<file path="src/rtl/shcnt_pkg.sv">
package shcnt_pkg;

    localparam int ADDR_W = 6;

    // word addresses on the register bus
    localparam logic [ADDR_W-1:0] W_CFG     = 6'd0;
    localparam logic [ADDR_W-1:0] W_CNT_LO  = 6'd1;
    localparam logic [ADDR_W-1:0] W_CNT_HI  = 6'd2;
    localparam logic [ADDR_W-1:0] W_CMP_LO  = 6'd4;
    localparam logic [ADDR_W-1:0] W_CMP_HI  = 6'd5;
    localparam logic [ADDR_W-1:0] W_MSET    = 6'd6;
    localparam logic [ADDR_W-1:0] W_MCLR    = 6'd7;
    localparam logic [ADDR_W-1:0] W_STAT    = 6'd8;
    localparam logic [ADDR_W-1:0] W_PSEL    = 6'd9;
    localparam logic [ADDR_W-1:0] W_OCMP_LO = 6'd12;
    localparam logic [ADDR_W-1:0] W_OCMP_HI = 6'd13;
    localparam logic [ADDR_W-1:0] W_OMSET   = 6'd14;
    localparam logic [ADDR_W-1:0] W_OMCLR   = 6'd15;
    localparam logic [ADDR_W-1:0] W_OSTAT   = 6'd16;

    typedef enum logic {
        CNT_RUNNING = 1'b0,
        CNT_STOPPED = 1'b1
    } run_state_e;

    typedef enum logic {
        SLOT_ARMED = 1'b0,
        SLOT_FIRED = 1'b1
    } slot_state_e;

    function automatic int width_of(input int field);
        return 32 + 4 * field;
    endfunction

endpackage

</file>
<file path="src/rtl/shcnt_count.sv">
module shcnt_count
    import shcnt_pkg::*;
#(
    parameter int CNT_W = 64
) (
    input  logic             clk_i,
    input  logic             rst_ni,
    input  logic             cfg_wr_i,
    input  logic             ld_lo_i,
    input  logic             ld_hi_i,
    input  logic [31:0]      wdata_i,
    output logic [CNT_W-1:0] cnt_o,
    output logic             halted_o
);

    run_state_e       st_q, st_d;
    logic             step;
    logic [CNT_W-1:0] cnt_q, cnt_d;
    logic [63:0]      ld_ext;

    // state register
    always_ff @(posedge clk_i) begin
        if (!rst_ni) st_q <= CNT_RUNNING;
        else         st_q <= st_d;
    end

    // transitions
    always_comb begin
        st_d = st_q;
        unique case (st_q)
            CNT_RUNNING: if (cfg_wr_i && wdata_i[0])  st_d = CNT_STOPPED;
            CNT_STOPPED: if (cfg_wr_i && !wdata_i[0]) st_d = CNT_RUNNING;
            default:     st_d = CNT_RUNNING;
        endcase
    end

    // state outputs
    always_comb begin
        step     = 1'b0;
        halted_o = 1'b0;
        unique case (st_q)
            CNT_RUNNING: step     = 1'b1;
            CNT_STOPPED: halted_o = 1'b1;
            default:     step     = 1'b0;
        endcase
    end

    // a load replaces the increment on its edge
    always_comb begin
        ld_ext = 64'(cnt_q);
        if (ld_lo_i) ld_ext[31:0]  = wdata_i;
        if (ld_hi_i) ld_ext[63:32] = wdata_i;
        if (ld_lo_i || ld_hi_i) cnt_d = ld_ext[CNT_W-1:0];
        else if (step)          cnt_d = cnt_q + CNT_W'(1);
        else                    cnt_d = cnt_q;
    end

    always_ff @(posedge clk_i) begin
        if (!rst_ni) cnt_q <= '0;
        else         cnt_q <= cnt_d;
    end

    assign cnt_o = cnt_q;

endmodule

</file>
<file path="src/rtl/shcnt_slot.sv">
module shcnt_slot
    import shcnt_pkg::*;
#(
    parameter int CNT_W = 64
) (
    input  logic             clk_i,
    input  logic             rst_ni,
    input  logic [CNT_W-1:0] cnt_i,
    input  logic             wr_lo_i,
    input  logic             wr_hi_i,
    input  logic             mset_i,
    input  logic             mclr_i,
    input  logic [31:0]      wdata_i,
    output logic [CNT_W-1:0] cmp_o,
    output logic             fired_o,
    output logic             en_o,
    output logic             irq_o
);

    slot_state_e      st_q, st_d;
    logic [CNT_W-1:0] cmp_q;
    logic [63:0]      cmp_ext;
    logic             en_q;
    logic             cmp_wr;
    logic             hit;

    assign cmp_wr = wr_lo_i || wr_hi_i;
    assign hit    = cnt_i >= cmp_q;

    // state register
    always_ff @(posedge clk_i) begin
        if (!rst_ni) st_q <= SLOT_ARMED;
        else         st_q <= st_d;
    end

    // transitions: a compare write always re-arms
    always_comb begin
        st_d = st_q;
        unique case (st_q)
            SLOT_ARMED: if (!cmp_wr && hit) st_d = SLOT_FIRED;
            SLOT_FIRED: if (cmp_wr)         st_d = SLOT_ARMED;
            default:    st_d = SLOT_ARMED;
        endcase
    end

    // state outputs
    always_comb begin
        fired_o = 1'b0;
        unique case (st_q)
            SLOT_ARMED: fired_o = 1'b0;
            SLOT_FIRED: fired_o = 1'b1;
            default:    fired_o = 1'b0;
        endcase
        irq_o = fired_o && en_q;
    end

    // compare halves
    always_comb begin
        cmp_ext = 64'(cmp_q);
        if (wr_lo_i) cmp_ext[31:0]  = wdata_i;
        if (wr_hi_i) cmp_ext[63:32] = wdata_i;
    end

    always_ff @(posedge clk_i) begin
        if (!rst_ni) begin
            cmp_q <= '1;
            en_q  <= 1'b0;
        end else begin
            if (cmp_wr) cmp_q <= cmp_ext[CNT_W-1:0];
            if (mset_i && wdata_i[0])      en_q <= 1'b1;
            else if (mclr_i && wdata_i[0]) en_q <= 1'b0;
        end
    end

    assign cmp_o = cmp_q;
    assign en_o  = en_q;

endmodule

</file>
<file path="src/rtl/shcnt_timer.sv">
module shcnt_timer
    import shcnt_pkg::*;
#(
    parameter  int NUM_CTX   = 4,
    parameter  int CNT_FIELD = 8,
    localparam int CTX_W     = (NUM_CTX > 1) ? $clog2(NUM_CTX) : 1
) (
    input  logic               clk_i,
    input  logic               rst_ni,
    input  logic               bus_wr_i,
    input  logic [ADDR_W-1:0]  bus_addr_i,
    input  logic [31:0]        bus_wdata_i,
    input  logic [CTX_W-1:0]   bus_ctx_i,
    output logic [31:0]        bus_rdata_o,
    output logic [NUM_CTX-1:0] irq_o
);

    localparam int CNT_W = width_of(CNT_FIELD);

    logic [CNT_W-1:0]         cnt;
    logic                     halted;
    logic                     ld_lo, ld_hi, ld_any, cfg_wr;
    logic [CNT_W-1:0]         cmp_arr [NUM_CTX];
    logic [CTX_W-1:0]         psel_q  [NUM_CTX];
    logic [NUM_CTX*CNT_W-1:0] cmp_flat;
    logic [NUM_CTX-1:0]       cmp_wr_vec, fired_vec, en_vec;
    logic [CTX_W-1:0]         oth;

    assign cfg_wr = bus_wr_i && (bus_addr_i == W_CFG);
    assign ld_lo  = bus_wr_i && (bus_addr_i == W_CNT_LO);
    assign ld_hi  = bus_wr_i && (bus_addr_i == W_CNT_HI);
    assign ld_any = ld_lo || ld_hi;
    assign oth    = psel_q[bus_ctx_i];

    shcnt_count #(.CNT_W(CNT_W)) u_count (
        .clk_i    (clk_i),
        .rst_ni   (rst_ni),
        .cfg_wr_i (cfg_wr),
        .ld_lo_i  (ld_lo),
        .ld_hi_i  (ld_hi),
        .wdata_i  (bus_wdata_i),
        .cnt_o    (cnt),
        .halted_o (halted)
    );

    for (genvar c = 0; c < NUM_CTX; c++) begin : g_ctx
        logic             loc_hit, oth_hit;
        logic             wr_lo, wr_hi, mset, mclr;
        logic [CTX_W-1:0] psel_r;

        assign loc_hit = bus_ctx_i == CTX_W'(c);
        assign oth_hit = oth == CTX_W'(c);
        assign wr_lo   = bus_wr_i && ((bus_addr_i == W_CMP_LO  && loc_hit) ||
                                      (bus_addr_i == W_OCMP_LO && oth_hit));
        assign wr_hi   = bus_wr_i && ((bus_addr_i == W_CMP_HI  && loc_hit) ||
                                      (bus_addr_i == W_OCMP_HI && oth_hit));
        assign mset    = bus_wr_i && ((bus_addr_i == W_MSET  && loc_hit) ||
                                      (bus_addr_i == W_OMSET && oth_hit));
        assign mclr    = bus_wr_i && ((bus_addr_i == W_MCLR  && loc_hit) ||
                                      (bus_addr_i == W_OMCLR && oth_hit));

        shcnt_slot #(.CNT_W(CNT_W)) u_slot (
            .clk_i   (clk_i),
            .rst_ni  (rst_ni),
            .cnt_i   (cnt),
            .wr_lo_i (wr_lo),
            .wr_hi_i (wr_hi),
            .mset_i  (mset),
            .mclr_i  (mclr),
            .wdata_i (bus_wdata_i),
            .cmp_o   (cmp_arr[c]),
            .fired_o (fired_vec[c]),
            .en_o    (en_vec[c]),
            .irq_o   (irq_o[c])
        );

        always_ff @(posedge clk_i) begin
            if (!rst_ni)
                psel_r <= '0;
            else if (bus_wr_i && bus_addr_i == W_PSEL && loc_hit)
                psel_r <= bus_wdata_i[CTX_W-1:0];
        end

        assign psel_q[c]                   = psel_r;
        assign cmp_wr_vec[c]               = wr_lo || wr_hi;
        assign cmp_flat[c*CNT_W +: CNT_W]  = cmp_arr[c];
    end

    // read mux
    logic [63:0] cnt_ext, loc_ext, oth_ext;

    always_comb begin
        cnt_ext     = 64'(cnt);
        loc_ext     = 64'(cmp_arr[bus_ctx_i]);
        oth_ext     = 64'(cmp_arr[oth]);
        bus_rdata_o = '0;
        case (bus_addr_i)
            W_CFG:     bus_rdata_o = {20'd0, 4'(CNT_FIELD), 7'd0, halted};
            W_CNT_LO:  bus_rdata_o = cnt_ext[31:0];
            W_CNT_HI:  bus_rdata_o = cnt_ext[63:32];
            W_CMP_LO:  bus_rdata_o = loc_ext[31:0];
            W_CMP_HI:  bus_rdata_o = loc_ext[63:32];
            W_STAT:    bus_rdata_o = {30'd0, fired_vec[bus_ctx_i], en_vec[bus_ctx_i]};
            W_PSEL:    bus_rdata_o = 32'(psel_q[bus_ctx_i]);
            W_OCMP_LO: bus_rdata_o = oth_ext[31:0];
            W_OCMP_HI: bus_rdata_o = oth_ext[63:32];
            W_OSTAT:   bus_rdata_o = {30'd0, fired_vec[oth], en_vec[oth]};
            default:   bus_rdata_o = '0;
        endcase
    end

endmodule

</file>
<file path="config.mk">
export PLATFORM = sky130hd
export DESIGN_NAME = shcnt_timer
export DESIGN_NICKNAME = d
export VERILOG_FILES = /design/src/rtl/shcnt_pkg.sv /design/src/rtl/shcnt_count.sv /design/src/rtl/shcnt_slot.sv /design/src/rtl/shcnt_timer.sv
export SDC_FILE = /design/constraint.sdc
export NUM_CORES = 1
export LEC_CHECK = 0
export BUFFER_PORTS_ARGS = -buffer_cell sky130_fd_sc_hd__buf_2
export CAP_MARGIN = 25
export CORE_MARGIN = 2
export CORE_UTILIZATION = 50
export CTS_CLUSTER_SIZE = 20
export DETAILED_ROUTE_END_ITERATION = 16
export PLACE_DENSITY_LB_ADDON = 0.08
export SYNTH_ARGS = -nofsm -noshare
export SYNTH_HDL_FRONTEND = slang
export SYNTH_SLANG_ARGS = --single-unit
</file>
<file path="constraint.sdc">
create_clock -name clk_i -period 3.1 [get_ports clk_i]
set_input_delay 0 -clock clk_i [delete_from_list [all_inputs] [get_ports clk_i]]
set_output_delay 0 -clock clk_i [all_outputs]
set_load 0.02 [all_outputs]
</file>
==> metrics.csv <==
stage,metric,value,unit
sta,max-slew-margin-rel,39.0,%
finish,area_growth,12.4,%
synth,avgSynthCellArea,8.58,um2
global_route,overflow,0,
synth,synth_area_leaders,"dfxtp_1 28%, ha_1 13%, mux4_2 12%",
setup_path,cp_max_fo,9,
global_route,gr-max-usage-layer,met2,
hold_path,hold_end,g_ctx[1].u_slot.en_o,
status,status,finished with violations,
placement,placed_area,25600,um2
global_route,grt_use_met3,4.76,%
clocking,clk_latency,580,ps
clocking,cts_buffers,42,
sta,finalMaxSlewViolations,0,
setup_path,r2r_start,u_count.cnt_o[61],
clocking,postCtsSetupBuffers,0,
synth,yosys.area.top_type_share,27.5,%
floorplan,dieArea,50800,um2
synth,syn-num-nets,3155,
synth,netlist_area,24500,um2
sta,max_freq,321,MHz
placement,place_congestion,0.951,
floorplan,die_h,225,um
setup_path,r2r_slack,-20,ps
hold_path,worstHoldPathType,input port to flop,
setup_path,crit_type,flop to flop,
synth,ys_seq_area_share,27.5,%
pwr,power.total,10.5,mW
sta,worstMarginPinSlew,915,ps
detailed_routing,drt_wl_total,91500,um
sta,setup_ws,-17.1,ps
sta,skew,16.7,ps
setup_path,cp_slowest_cell,dfxtp_1,
pwr,power_density,380,nW/um2
global_route,antenna_found_initial,0,
finish,drive_gt1_share,14.2,%
setup_path,worst_path_largest_cell_delay,630,ps
detailed_routing,drt_iter0_drc,2425,
detailed_routing,vias,23500,
global_route,grt_pass1_wl,138000,um
setup_path,endpoint_kind,flop,
floorplan,io_pins,79,
synth,yosysTopAreaCell,dfxtp_1,
clocking,cts_tree,yes,
finish,fillers,4408,
sta,holdWs,69.3,ps
floorplan,placementRows,81,
setup_path,rr_endpoint,g_ctx[3].u_slot.st_q,
detailed_routing,dr.pass1.iters,7,
floorplan,core,48600,um2
synth,synth_cell_types,72,
sta,hold_violations,0,
detailed_routing,wl_per_cell,25.9,um
sta,min_period,3120,ps
global_route,grt_use_met1,45.9,%
synth,ys_ff_latch,337,
finish,fin_nets,3180,
setup_path,arrival,3630,ps
sta,period_share,101,%
placement,dp_hpwl,64500,um
global_route,globalRouteTotalUtil,35.7,%
clocking,ctsRootBufferMaster,clkbuf_16,
status,violations,setup timing,
floorplan,die_w,225,um
synth,synth_edf_count,0,
synth,synthFlopType,dfxtp_1,
placement,io_buffers,78,
setup_path,required,3620,ps
detailed_routing,vias_per_cell,6.64,
setup_path,timing.critical_path.from_type,flop,
flow_run,drv_cap,0,
global_route,grt_max_degree,116,
finish,utilization,56.6,%
pwr,power_leakage,12.9,nW
hold_path,hold_start,bus_addr_i[1],
finish,stdcell_area,27500,um2
global_route,grt_use_met2,59.0,%
synth,postSynth.asyncResetShare,0,%
synth,ys_warn_count,0,
detailed_routing,drc,0,
sta,setup_viol,1,
hold_path,holdPathStages,5,
detailed_routing,antenna_left,0,
clocking,cts.clk_slew.worst_paths,70,ps
pwr,vdd_drop_max,0.340,mV
sta,tns,-17.1,ps
setup_path,reg2regPathDepth,7,
clocking,htree_levels,2,
clocking,numClockSinks,337,
floorplan,start_util,50.4,%
global_route,grt_pass1_vias,22900,
finish,diodes,0,
setup_path,crit_chain,ha_1 -> and4_1 -> nand3_1 -> nor3_2 -> nand4_1 -> a31oi_2 -> o211a_1,
clocking,clock_path_buffers,3,
synth,synth_cells,2855,
## cell families after synthesis
| logic type | count (synthesis) | share of synthesized area [%] |
|---|---|---|
| flops | 337 | 27.5 |
| compound gates | 766 | 22.2 |
| buf+inv | 499 | 8.35 |
| mux | 143 | 12.7 |
| simple gates | 853 | 16.2 |
| fa+ha+maj | 257 | 13.1 |
## report_power, final
part           internal, mW  switching [mW]  total (mW)
registers              4.36          0.0601        4.42
logic                 0.242           0.469       0.710
clock network          3.24            2.09        5.33
total                  7.84            2.62        10.5
## layout by cell type (no fill, tap or decap), types with 9 or more instances in the layout
master / netlist / routed
nand2_1: 438 / 438
dfxtp_1: 337 / 337
inv_1: 265 / 265
o211ai_1: 263 / 263
ha_1: 257 / 257
mux4_2: 134 / 132
a21oi_1: 125 / 125
nand3_1: 104 / 104
nor2_1: 87 / 87
buf_4: 12 / 84
o21ai_0: 76 / 76
buf_2: 70 / 75
nand4_1: 60 / 60
a21o_1: 55 / 55
clkbuf_16: 0 / 47
a22oi_1: 46 / 45
dlygate4sd3_1: 0 / 38
a222oi_1: 30 / 30
and4_1: 26 / 26
nor3_1: 28 / 22
and3_1: 22 / 22
o22ai_1: 21 / 21
and2_1: 28 / 20
a31oi_1: 20 / 18
a211oi_1: 12 / 12
nand2b_1: 12 / 12
buf_12: 0 / 12
nor4_1: 14 / 11
mux2i_1: 9 / 9
a41oi_1: 9 / 9
o31ai_1: 9 / 9
## cell type report
type	instances	area (um2)	area share, %
Tap cell	622	778	2.83
Timing Repair Buffer	214	1730	6.28
Inverter	266	998	3.63
Multi-Input combinational cell	2019	15800	57.5
Clock buffer	61	1270	4.60
Clock inverter	13	193	0.700
Sequential cell	337	6750	24.5
## Yosys cell counts (14+ instances only)
cell      instances
a31oi_1          20
a21oi_1         125
o211ai_1        263
a222oi_1         30
nor4_1           14
mux4_2          134
and3_1           22
buf_2            70
and4_1           26
and2_1           28
clkbuf_1        129
o21ai_0          76
nor2_1           87
buf_1            15
a22oi_1          46
nand3_1         104
inv_1           265
ha_1            257
o22ai_1          21
dfxtp_1         337
nor3_1           28
nand4_1          60
a21o_1           55
nand2_1         438
## sequential cells by signal, indices dropped and copies added (netlist names), named ones only
| register | count |
|---|---|
| g_ctx.u_slot.cmp_o | 256 |
| u_count.cnt_o | 64 |
| g_ctx.psel_r | 8 |
| g_ctx.u_slot.en_o | 4 |
| g_ctx.u_slot.st_q | 4 |
## worst max-delay path: cells and delay by family, from the launching register on
family	cells	cell delay, ps
adders and majority gates	1	240
AOI/OAI and AO/OA	2	660
DFF	1	630
and+or+nand+nor	4	1510
## per-stage QoR
step	instances	setup slack [ps]
detailed placement	3418	-446
floorplan	2855	717
CTS	3530	7.57
global route	3532	-58.7
global placement	3418	-456
finish	3532	-17.1
## worst max-delay path by stage
| stage | to | slack [ps] | depth (start not counted) | startpoint |
|---|---|---|---|---|
| CTS | bus_rdata_o[1] | 8 | 7 | g_ctx[1].psel_r[1] |
| global route | g_ctx[3].u_slot.st_q | -60 | 7 | u_count.cnt_o[61] |
| floorplan | g_ctx[1].u_slot.st_q | 720 | 7 | u_count.cnt_o[50] |
| finish | g_ctx[3].u_slot.st_q | -20 | 7 | u_count.cnt_o[61] |
| global placement | g_ctx[2].u_slot.st_q | -460 | 8 | u_count.cnt_o[47] |
| detailed placement | g_ctx[2].u_slot.st_q | -450 | 8 | u_count.cnt_o[45] |
## per-layer routing
| metal | wire [um] | vias to the layer above |
|---|---|---|
| met5 | 0 | - |
| met4 | 4430 | 0 |
| met3 | 6820 | 236 |
| met2 | 42900 | 1062 |
| met1 | 37400 | 11400 |
| li1 | - | 10700 |
## repair_timing
action,in CTS,in global routing
cloned,0,2
endpoints found under the setup margin,2,10
pin swaps,0,0
hold endpoints to repair,317,0
resized for setup,6,6
hold buffers,38,0
Power figures use the tool's default switching activity.
